<file path="config.mk">
export PLATFORM = sky130hd
export DESIGN_NAME = vatrans_walker
export DESIGN_NICKNAME = d
export VERILOG_FILES = /design/src/rtl/vatrans_pkg.sv /design/src/rtl/vatrans_tlb.sv /design/src/rtl/vatrans_walk.sv /design/src/rtl/vatrans_walker.sv
export SDC_FILE = /design/constraint.sdc
export NUM_CORES = 2
export LEC_CHECK = 0
export BUFFER_PORTS_ARGS = -buffer_cell sky130_fd_sc_hd__buf_2
export CAP_MARGIN = 20
export CORE_MARGIN = 5
export CORE_UTILIZATION = 45
export CTS_BUF_LIST = sky130_fd_sc_hd__clkbuf_16
export CTS_CLUSTER_SIZE = 10
export DETAILED_ROUTE_END_ITERATION = 7
export HOLD_SLACK_MARGIN = 0.12
export PLACE_DENSITY = 0.74
export SLEW_MARGIN = 15
export SYNTH_ARGS = -nofsm -noshare
export SYNTH_HDL_FRONTEND = slang
export SYNTH_SLANG_ARGS = --single-unit
</file>
<file path="constraint.sdc">
create_clock -name clk -period 4.2 [get_ports clk]
set_input_delay 0.21 -clock clk [delete_from_list [all_inputs] [get_ports clk]]
set_output_delay 0.21 -clock clk [all_outputs]
set_load 0.01 [all_outputs]
</file>
<file path="src/rtl/vatrans_pkg.sv">
package vatrans_pkg;

  typedef enum logic [1:0] {
    MAP_NONE    = 2'd0,
    MAP_SMALL   = 2'd1,
    MAP_LARGE   = 2'd2,
    MAP_SECTION = 2'd3
  } map_kind_e;

  typedef enum logic [1:0] {
    FLT_NONE    = 2'd0,
    FLT_SECTION = 2'd1,
    FLT_PAGE    = 2'd2
  } fault_e;

  typedef enum logic [1:0] {
    WK_IDLE = 2'd0,
    WK_L1   = 2'd1,
    WK_L2   = 2'd2
  } wk_state_e;

  // tags cover address bits [31:12]; coarser mappings store zeros below their size
  typedef struct packed {
    logic [19:0] vtag;
    logic [19:0] ptag;
    logic [11:0] perm;
    logic [3:0]  dom;
    map_kind_e   kind;
  } tlb_ent_t;

  function automatic logic [19:0] page_mask(map_kind_e k);
    case (k)
      MAP_SECTION: return 20'hFFF00;
      MAP_LARGE:   return 20'hFFFF0;
      default:     return 20'hFFFFF;
    endcase
  endfunction

  function automatic logic [31:0] form_pa(tlb_ent_t e, logic [31:0] va);
    logic [19:0] m;
    m = page_mask(e.kind);
    return {(e.ptag & m) | (va[31:12] & ~m), va[11:0]};
  endfunction

endpackage

</file>
<file path="src/rtl/vatrans_tlb.sv">
module vatrans_tlb
  import vatrans_pkg::*;
#(
  parameter int NUM_ENTRIES = 32
) (
  input  logic        clk,
  input  logic        rst_n,
  input  logic [19:0] lk_tag,
  output logic        lk_hit,
  output tlb_ent_t    lk_ent,
  input  logic        fill_en,
  input  tlb_ent_t    fill_ent,
  input  logic        inv_all_en,
  input  logic        inv_addr_en,
  input  logic [19:0] inv_tag
);

  localparam int IDX_W = (NUM_ENTRIES > 1) ? $clog2(NUM_ENTRIES) : 1;

  logic [NUM_ENTRIES-1:0] vld_q, vld_d;
  logic [NUM_ENTRIES-1:0] lk_match, inv_match;
  tlb_ent_t               ent_q [NUM_ENTRIES];
  logic [IDX_W-1:0]       ptr_q, ptr_d;
  logic [IDX_W-1:0]       hit_idx;

  for (genvar g = 0; g < NUM_ENTRIES; g++) begin : g_cmp
    logic [19:0] msk;
    assign msk          = page_mask(ent_q[g].kind);
    assign lk_match[g]  = vld_q[g] && ((lk_tag  & msk) == ent_q[g].vtag);
    assign inv_match[g] = vld_q[g] && ((inv_tag & msk) == ent_q[g].vtag);
  end

  // lowest index wins when overlapping mappings both hit
  always_comb begin
    hit_idx = '0;
    lk_hit  = 1'b0;
    for (int i = NUM_ENTRIES - 1; i >= 0; i--) begin
      if (lk_match[i]) begin
        hit_idx = IDX_W'(i);
        lk_hit  = 1'b1;
      end
    end
  end

  assign lk_ent = ent_q[hit_idx];

  always_comb begin
    vld_d = vld_q;
    ptr_d = ptr_q;
    if (inv_all_en) begin
      vld_d = '0;
    end else if (inv_addr_en) begin
      vld_d = vld_q & ~inv_match;
    end
    if (fill_en) begin
      vld_d[ptr_q] = 1'b1;
      ptr_d = (ptr_q == IDX_W'(NUM_ENTRIES - 1)) ? '0 : ptr_q + IDX_W'(1);
    end
  end

  always_ff @(posedge clk or negedge rst_n) begin
    if (!rst_n) begin
      vld_q <= '0;
      ptr_q <= '0;
    end else begin
      vld_q <= vld_d;
      ptr_q <= ptr_d;
    end
  end

  always_ff @(posedge clk) begin
    if (fill_en) begin
      ent_q[ptr_q] <= fill_ent;
    end
  end

endmodule

</file>
<file path="src/rtl/vatrans_walk.sv">
module vatrans_walk
  import vatrans_pkg::*;
(
  input  logic        clk,
  input  logic        rst_n,
  input  logic        start,
  input  logic [31:0] start_va,
  input  logic [17:0] ttb_base,
  output logic        busy,
  output logic        mem_req,
  output logic [31:0] mem_addr,
  input  logic        mem_rvalid,
  input  logic [31:0] mem_rdata,
  output logic        done,
  output fault_e      done_fault,
  output logic        done_dom_upd,
  output tlb_ent_t    done_ent,
  output logic [31:0] done_va
);

  wk_state_e   st_q, st_d;
  logic [31:0] va_q, va_d;
  logic [31:0] addr_q, addr_d;
  logic [3:0]  dom_q, dom_d;

  always_comb begin
    st_d         = st_q;
    va_d         = va_q;
    addr_d       = addr_q;
    dom_d        = dom_q;
    done         = 1'b0;
    done_fault   = FLT_NONE;
    done_dom_upd = 1'b0;
    done_ent     = '0;
    unique case (st_q)
      WK_IDLE: begin
        if (start) begin
          st_d   = WK_L1;
          va_d   = start_va;
          addr_d = {ttb_base, start_va[31:20], 2'b00};
        end
      end
      WK_L1: begin
        if (mem_rvalid) begin
          unique case (mem_rdata[1:0])
            2'b10: begin
              st_d          = WK_IDLE;
              done          = 1'b1;
              done_dom_upd  = 1'b1;
              done_ent.vtag = {va_q[31:20], 8'h00};
              done_ent.ptag = {mem_rdata[31:20], 8'h00};
              done_ent.perm = mem_rdata[11:0] & 12'hC0C;
              done_ent.dom  = mem_rdata[8:5];
              done_ent.kind = MAP_SECTION;
            end
            2'b01: begin
              st_d   = WK_L2;
              addr_d = {mem_rdata[31:10], va_q[19:12], 2'b00};
              dom_d  = mem_rdata[8:5];
            end
            default: begin
              st_d       = WK_IDLE;
              done       = 1'b1;
              done_fault = FLT_SECTION;
            end
          endcase
        end
      end
      WK_L2: begin
        if (mem_rvalid) begin
          st_d         = WK_IDLE;
          done         = 1'b1;
          done_dom_upd = 1'b1;
          done_ent.dom = dom_q;
          unique case (mem_rdata[1:0])
            2'b10: begin
              done_ent.vtag = va_q[31:12];
              done_ent.ptag = mem_rdata[31:12];
              done_ent.perm = mem_rdata[11:0] & 12'hFFC;
              done_ent.kind = MAP_SMALL;
            end
            2'b01: begin
              done_ent.vtag = {va_q[31:16], 4'h0};
              done_ent.ptag = {mem_rdata[31:16], 4'h0};
              done_ent.perm = mem_rdata[11:0] & 12'hFFC;
              done_ent.kind = MAP_LARGE;
            end
            default: begin
              done_fault = FLT_PAGE;
            end
          endcase
        end
      end
      default: st_d = WK_IDLE;
    endcase
  end

  always_ff @(posedge clk or negedge rst_n) begin
    if (!rst_n) begin
      st_q <= WK_IDLE;
    end else begin
      st_q <= st_d;
    end
  end

  always_ff @(posedge clk) begin
    va_q   <= va_d;
    addr_q <= addr_d;
    dom_q  <= dom_d;
  end

  assign busy     = (st_q != WK_IDLE);
  assign mem_req  = busy;
  assign mem_addr = addr_q;
  assign done_va  = va_q;

endmodule

</file>
<file path="src/rtl/vatrans_walker.sv">
module vatrans_walker
  import vatrans_pkg::*;
#(
  parameter int NUM_ENTRIES = 32
) (
  input  logic        clk,
  input  logic        rst_n,
  input  logic        ttb_we,
  input  logic [31:0] ttb_wdata,
  input  logic        req_valid,
  input  logic [31:0] req_va,
  input  logic        inv_all,
  input  logic        inv_addr_valid,
  input  logic [31:0] inv_addr,
  output logic        busy,
  output logic        mem_req,
  output logic [31:0] mem_addr,
  input  logic        mem_rvalid,
  input  logic [31:0] mem_rdata,
  output logic        rsp_valid,
  output logic [31:0] rsp_pa,
  output logic [11:0] rsp_perm,
  output logic [3:0]  rsp_domain,
  output logic [1:0]  rsp_kind,
  output logic [1:0]  rsp_fault
);

  logic [17:0] ttb_q;
  logic        unused_ttb_lo;
  logic        accept, hit_acc, miss_acc, inv_ok;
  logic        lk_hit;
  tlb_ent_t    lk_ent;
  logic        wk_done, wk_dom_upd, fill_en;
  fault_e      wk_fault;
  tlb_ent_t    wk_ent, sel_ent;
  logic [31:0] wk_va, sel_va;

  logic        vld_q, vld_d;
  logic [31:0] pa_q, pa_d;
  logic [11:0] perm_q, perm_d;
  logic [3:0]  dom_q, dom_d;
  map_kind_e   kind_q, kind_d;
  fault_e      flt_q, flt_d;

  assign unused_ttb_lo = ^ttb_wdata[13:0];

  always_ff @(posedge clk or negedge rst_n) begin
    if (!rst_n) begin
      ttb_q <= '0;
    end else if (ttb_we) begin
      ttb_q <= ttb_wdata[31:14];
    end
  end

  assign inv_ok   = !busy;
  assign accept   = req_valid && !busy && !inv_all && !inv_addr_valid;
  assign hit_acc  = accept && lk_hit;
  assign miss_acc = accept && !lk_hit;
  assign fill_en  = wk_done && (wk_fault == FLT_NONE);

  vatrans_tlb #(
    .NUM_ENTRIES(NUM_ENTRIES)
  ) u_tlb (
    .clk        (clk),
    .rst_n      (rst_n),
    .lk_tag     (req_va[31:12]),
    .lk_hit     (lk_hit),
    .lk_ent     (lk_ent),
    .fill_en    (fill_en),
    .fill_ent   (wk_ent),
    .inv_all_en (inv_all && inv_ok),
    .inv_addr_en(inv_addr_valid && inv_ok),
    .inv_tag    (inv_addr[31:12])
  );

  vatrans_walk u_walk (
    .clk         (clk),
    .rst_n       (rst_n),
    .start       (miss_acc),
    .start_va    (req_va),
    .ttb_base    (ttb_q),
    .busy        (busy),
    .mem_req     (mem_req),
    .mem_addr    (mem_addr),
    .mem_rvalid  (mem_rvalid),
    .mem_rdata   (mem_rdata),
    .done        (wk_done),
    .done_fault  (wk_fault),
    .done_dom_upd(wk_dom_upd),
    .done_ent    (wk_ent),
    .done_va     (wk_va)
  );

  always_comb begin
    sel_ent = wk_done ? wk_ent : lk_ent;
    sel_va  = wk_done ? wk_va  : req_va;
    vld_d   = hit_acc || wk_done;
    pa_d    = pa_q;
    perm_d  = perm_q;
    dom_d   = dom_q;
    kind_d  = kind_q;
    flt_d   = flt_q;
    if (hit_acc || wk_done) begin
      flt_d = wk_done ? wk_fault : FLT_NONE;
      if (flt_d == FLT_NONE) begin
        pa_d   = form_pa(sel_ent, sel_va);
        perm_d = sel_ent.perm;
        kind_d = sel_ent.kind;
      end else begin
        pa_d   = '0;
        perm_d = '0;
        kind_d = MAP_NONE;
      end
      if (hit_acc || wk_dom_upd) begin
        dom_d = sel_ent.dom;
      end
    end
  end

  always_ff @(posedge clk or negedge rst_n) begin
    if (!rst_n) begin
      vld_q  <= 1'b0;
      pa_q   <= '0;
      perm_q <= '0;
      dom_q  <= '0;
      kind_q <= MAP_NONE;
      flt_q  <= FLT_NONE;
    end else begin
      vld_q  <= vld_d;
      pa_q   <= pa_d;
      perm_q <= perm_d;
      dom_q  <= dom_d;
      kind_q <= kind_d;
      flt_q  <= flt_d;
    end
  end

  assign rsp_valid  = vld_q;
  assign rsp_pa     = pa_q;
  assign rsp_perm   = perm_q;
  assign rsp_domain = dom_q;
  assign rsp_kind   = kind_q;
  assign rsp_fault  = flt_q;

endmodule

</file>
* After elaboration in Yosys (flattened, before gate mapping)
Memories as Yosys holds them, arrays and structs flattened.
Cells that the tools add are included.
** Operators by class
- Multiplexer cells :: 140
- Equality and inequality tests :: 139
- Bitwise gates (word level) :: 71
- $lt $le $gt $ge :: 2
- Reductions and logical operators :: 90
- Add/subtract/negate cells :: 1
** Operators with widths (number)
- $and A20 B20 Y20 :: 66
- $eq A20 B20 Y1 :: 64
- $pmux W8 S2 :: 33
- $mux W32 :: 8
- $mux W58 :: 3
- $mux W5 :: 33
- $eq A2 B2 Y1 const B :: 68
- $pmux W58 S2 :: 1
- $pmux W52 S2 :: 1
- $logic_and A1 B1 Y1 :: 73
- $pmux W32 S2 :: 1
- $mux W1 :: 41
- $mux W20 :: 2
- $mux W38 :: 1
- $and A32 B32 Y32 :: 1
- $not A32 Y32 :: 1
- $or A32 B32 Y32 :: 1
- $not A20 Y20 :: 1
- $or A20 B20 Y20 :: 1
- $mux W2 :: 9
- $mux W12 :: 1
- $pmux W2 S2 :: 2
- $logic_not A2 Y1 :: 3
- $lt A5 B6 Y1 const B :: 1
- other kinds (16) :: 27
** Word-level totals
- Input bits :: 135
- Flip-flop bits (word level) :: 178
- Memories :: 1
- Logic and storage cells :: 457
- Output and inout port bits :: 87
- Bits in writable memories :: 1856
** Memory list
- u_tlb.ent_q :: depth 32, bits a word 58, rd ports 33, clocked after Yosys merged registers in 0, wr ports 1, line vatrans_tlb.sv:22 : tlb_ent_t ent_q [NUM_ENTRIES];

* Depth between registers and ports, before layout
An unclocked memory read counts as a cell.
- Depth after elaboration :: 48
- Depth in mapped cells :: 24
- Depth with buffers taken out :: 16

* By module
A second synthesis with hierarchy kept.
** Second synthesis, totals
- Cells, all modules :: 8322
- Area total of the unflattened synthesis :: 106164.3 µm²
** By module, submodules not included
- vatrans_tlb :: area each 99598.0 µm², cells each 7828, sequential area each 56659.3 µm², instances 1
- vatrans_walker :: area each 3404.5 µm², cells each 288, sequential area each 1776.7 µm², instances 1
- vatrans_walk :: area each 3161.8 µm², cells each 206, sequential area each 2031.9 µm², instances 1

* Least setup slack after synthesis
OpenSTA, ideal clock, no wires.
- Path kind :: register -> register
- Start point :: register u_walk.st_q[0]
- End point :: memory u_tlb.ent_q[25][0] (netlist name) (enable)
- Path buffers :: 2
- Slack :: -0.419 ns
- Required time :: 3.728 ns
- Arrival time :: 4.148 ns
- Setup time :: 0.472 ns
- Stages on the path, launching flop included :: 9
- Period minus slack after synthesis :: 4.619 ns
- Cell sequence :: dfrtp_1 > inv_1 > ha_1 > nand2_1 > clkbuf_1 > nor3_1 > clkbuf_1 > nand2_1 > nor2_1
** On the way
- Word-level cells in the longest chain between the ends :: 6
- Elaborated cells on any way between the ends :: 8
- Classes of those cells :: eq/ne (2); mux (4); reduce/logical (2)
** Ends and longest elaborated chain
- from (decl) :: line vatrans_walk.sv:21 : wk_state_e st_q, st_d;
- from (signal assigned) :: line vatrans_walk.sv:102 : st_q <= st_d;
- $eq A2 B2 Y1 or $eq A2 B1 Y1 (tied branches) :: line vatrans_walk.sv:35 : unique case (st_q)
- $pmux W2 S2 :: line vatrans_walk.sv:35
- $logic_not A2 Y1 :: line vatrans_walker.sv:59 : assign fill_en = wk_done && (wk_fault == FLT_NONE);
- $logic_and A1 B1 Y1 (*) :: line vatrans_walker.sv:59
- $mux W1 (*) :: line vatrans_tlb.sv:72 : if (fill_en) begin
- $mux W1 (not written as such) (*) :: line vatrans_tlb.sv:73 : ent_q[ptr_q] <= fill_ent;
- to (decl) :: line vatrans_tlb.sv:22
Every way passes the cells marked *; elsewhere a longest branch is shown, timed or not.

==> results.md <==
- Outcome: finished, violations left
- Failing checks: design-rule violations, negative setup slack
- Fmax: 204 MHz
- Max clock buf depth: 3
- M1 WL: 144000 um
- Pwr Density: 347 nW/um2
- Commonest cells after routing, fill and taps aside: edfxtp_1 (1858), buf_4 (1777), mux2i_1 (578)
- Final hold violations: 0
- Post-synth top area cell: edfxtp_1
- Nets: 9623
- Async S/R FF share, synth: 5.49%
- Met3 wire length: 53500 um
- Worst-path cell chain: nor2b_1, nor4b_1, nor4bb_1, nand3_1, o21ai_1, buf_4, nor4_4, nor4_1, buf_4, o21a_4, buf_4, buf_4, buf_16, nor2b_1, o211ai_1, o21ai_0, o21ai_0, o21ai_1, a221oi_4, o21ai_1
- Vias/cell: 6.40
- DP Wirelength: 261000 um
- WL met2: 180000 um
- Full die area: 223000 um2
- Antenna Nets Post-Route: 0
- Register area share after synthesis: 60.9%
- Worst slack, placed: -1.21 ns
- CP endpoint kind: flip-flop
- Class of the most critical setup path: reg2reg
- Chip height: 472 um
- Post-synth EDFFs: 1858
- Relative max-transition margin: 17.0%
- Drt first-iter violations: 12500
- Primary FF master, synth: edfxtp_1
- Worst Tran Pin Value: 1.23 ns
- FF+latch count, synth: 1966
- Worst Path Max Fanout: 80
- Crit start category: flip-flop
- H-Tree Level Count: 4
- I/O Pins: 222
- Worst path slowest cell: buf_16
- RSZ-0062 raised after global routing: yes
- Yosys top cell area share: 58.1%
- Tcrit/Tclk final: 117%
- GP Congestion: 1.09
- Vias after detailed routing: 80000
- Later-pin clock latency in the skew report: 0.91 ns
- Die width: 472 um
- Setup violations, final: 37
- Synthesized cell area: 96100 um2
- Core Region: 212000 um2
- GR Util All Layers: 35.0%
- Top sig layer: met5
- Minimum clock period: 4.90 ns
- Vias in the first global route: 76900
- LEAKAGE: 0.0496 uW
- Hold_ws: 0.172 ns
- Critical path's most frequent cell: buf_4
- Max incr delay on CP: 0.45 ns
- Cells after synthesis: 7299
- Largest net degree at the start of global routing: 81
- Area contributors post-synth: edfxtp_1 (58%), mux2i_1 (6.5%), xnor2_1 (4.5%)
- Root Buffer: clkbuf_16
- Commonest non-fill, non-tap cell in the layout: edfxtp_1
- PortBufs: 191
- Row cnt: 169
- TritonCTS Sinks: 1966
- Syn Area/Cell: 13.2 um2
- Hold/Removal Path Class: in2reg
- Yosys cell types: 103
- First-pass GRT wire length: 559000 um
- Initial antenna violation count: 29
- Clock Skews: 0.117 ns
- DR WL/cell: 33.1 um
- Number of synthesis warnings: 0
- Routed wire length: 414000 um
- Initial core utilization: 45.2%
- Slew Viols, Final: 0
- DRC violations left: 18
- CTS clk-pin slew, worst paths: 0.06 ns
- 1st-pass router iterations: 8
- Fill cells: 15800
- CP required: 5.02 ns
- Max IR drop VDD: 0.535 mV
- Grt ovf: 0
- CTS tree: built
- CP top delay family: simple AND/OR/NAND/NOR gates
- Worst setup margin: -0.696 ns
- Sum of buffers and inverters on the critical path: 5
- Share of post-route cells with drive strength above 1: 32.7%
- CTS Buf Count: 222
- Synthesis-to-finish area growth: 32.7%
- Max-cap violations: 0
- Critical Path AT: 5.71 ns
[state kept, by name, indices dropped and copies added, names as in the netlist, 5 cells and up]
name             count
rsp_pa              32
rsp_perm            10
ttb_q               18
u_tlb.ent_q       1792
u_tlb.ptr_q          5
u_tlb.vld_q         32
u_walk.done_va      32
u_walk.mem_addr     30
[logic make-up (layout without fill, tap and decap cells)]
| kind of cell | after synthesis | in the layout | share of synthesized area [%] |
|---|---|---|---|
| flip-flops | 1966 | 1966 | 60.9 |
| AND/OR/NAND/NOR | 1795 | 1795 | 10.1 |
| AO/OA/AOI/OAI | 1276 | 1277 | 9.03 |
| XOR/XNOR | 891 | 891 | 8.12 |
| multiplexers | 820 | 820 | 8.80 |
| buffers and inverters | 539 | 2891 | 2.91 |
| adder cells (fa/ha/maj) | 11 | 11 | 0.143 |
| other | 1 | 21 | 0.00390 |
[synth_stat cells (24+ instances only)]
cell       number
a2111oi_0      40
a211oi_1      139
a21oi_1       232
a22oi_1        34
a31o_2         25
a31oi_1        75
and2_1         84
buf_1          36
buf_2          84
buf_4          78
buf_6          46
clkbuf_1      186
dfrtp_1       108
edfxtp_1     1858
inv_1         100
mux2_2        198
mux2i_1       622
nand2_1       297
nand2b_1      157
nand3_1       122
nand3b_1       28
nand4_1       205
nand4b_1       25
nor2_1        388
nor2b_1        93
nor3_1         92
nor4_1        139
nor4bb_1       24
o2111ai_1      41
o211ai_1       61
o21ai_0       267
o22ai_1        59
o31ai_1        25
o32ai_1        44
xnor2_1       489
xor2_1        402
[metal layers]
metal,up-vias,GRT usage [%]
met3,1819,8.83
met5,-,0
li1,32300,-
met4,14,23.7
met1,39100,44.5
met2,6756,53.1
[layout make-up]
type / count / area (um2) / area share (%)
Inverter: 107 / 402 / 0.315
Sequential cell: 1966 / 58500 / 45.9
Timing Repair Buffer: 2382 / 21100 / 16.5
Clock buffer: 224 / 5610 / 4.40
Tap cell: 2821 / 3530 / 2.77
Antenna cell: 17 / 42.5 / 0.0334
Multi-Input combinational cell: 4798 / 37300 / 29.3
Clock inverter: 178 / 1040 / 0.815
[stage by stage]
step	instance area, um2	total power, uW	util, %	setup TNS, ns	instances
after floorplan	96100	24000	-	-607.85	7302
after global placement	115000	26200	54.0	-56.90	11700
after detailed placement	115000	26300	54.0	-63.47	11700
after CTS	125000	43900	58.9	-12.69	12400
after global routing	127000	45200	60.0	-21.96	12500
final	128000	44200	60.1	-19.10	12500
[report_power, final]
group | total (uW) | internal (uW) | switching (uW)
Clock | 17900 | 9730 | 8170
Sequential | 21900 | 21600 | 269
Combinational | 4460 | 1540 | 2920
[worst register-to-register path, cell delays in order (launching register included)]
cell and delay [ns]:
edfxtp_1 0.43, nor2b_1 0.18, nor4b_1 0.37, nor4bb_1 0.40, nand3_1 0.24, o21ai_1 0.29
buf_4 0.19, nor4_4 0.04, nor4_1 0.18, buf_4 0.19, o21a_4 0.15, buf_4 0.14
buf_4 0.22, buf_16 0.45, nor2b_1 0.40, o211ai_1 0.12, o21ai_0 0.13, o21ai_0 0.14
o21ai_1 0.28, a221oi_4 0.11, o21ai_1 0.20
[worst paths after layout]
check	from	to	slack [ns]	depth (start not counted)
hold reg to reg	u_walk.done_va[7]	rsp_pa[7]	0.49	2
setup reg to reg	u_tlb.ent_q[30][45]	rsp_pa[17]	-0.70	20
max in group asynchronous	rst_n	rsp_perm[10]	2.88	4
setup / recovery	u_tlb.ent_q[30][45]	rsp_pa[17]	-0.70	20
hold / removal	req_va[7]	rsp_pa[7]	0.17	4
min in group asynchronous	rst_n	u_tlb.vld_q[29]	0.57	4
[timing repair]
action / 4_1_cts / 5_1_grt
setup buffers: 96 / 86
pin swaps: 119 / 168
hold buffers: 138 / 0
endpoints found under the hold margin: 916 / 0
gates resized for setup: 262 / 350
gates cloned: 20 / 8
setup endpoints to repair: 100 / 66
No activity file was read; power rests on OpenSTA's default activity.
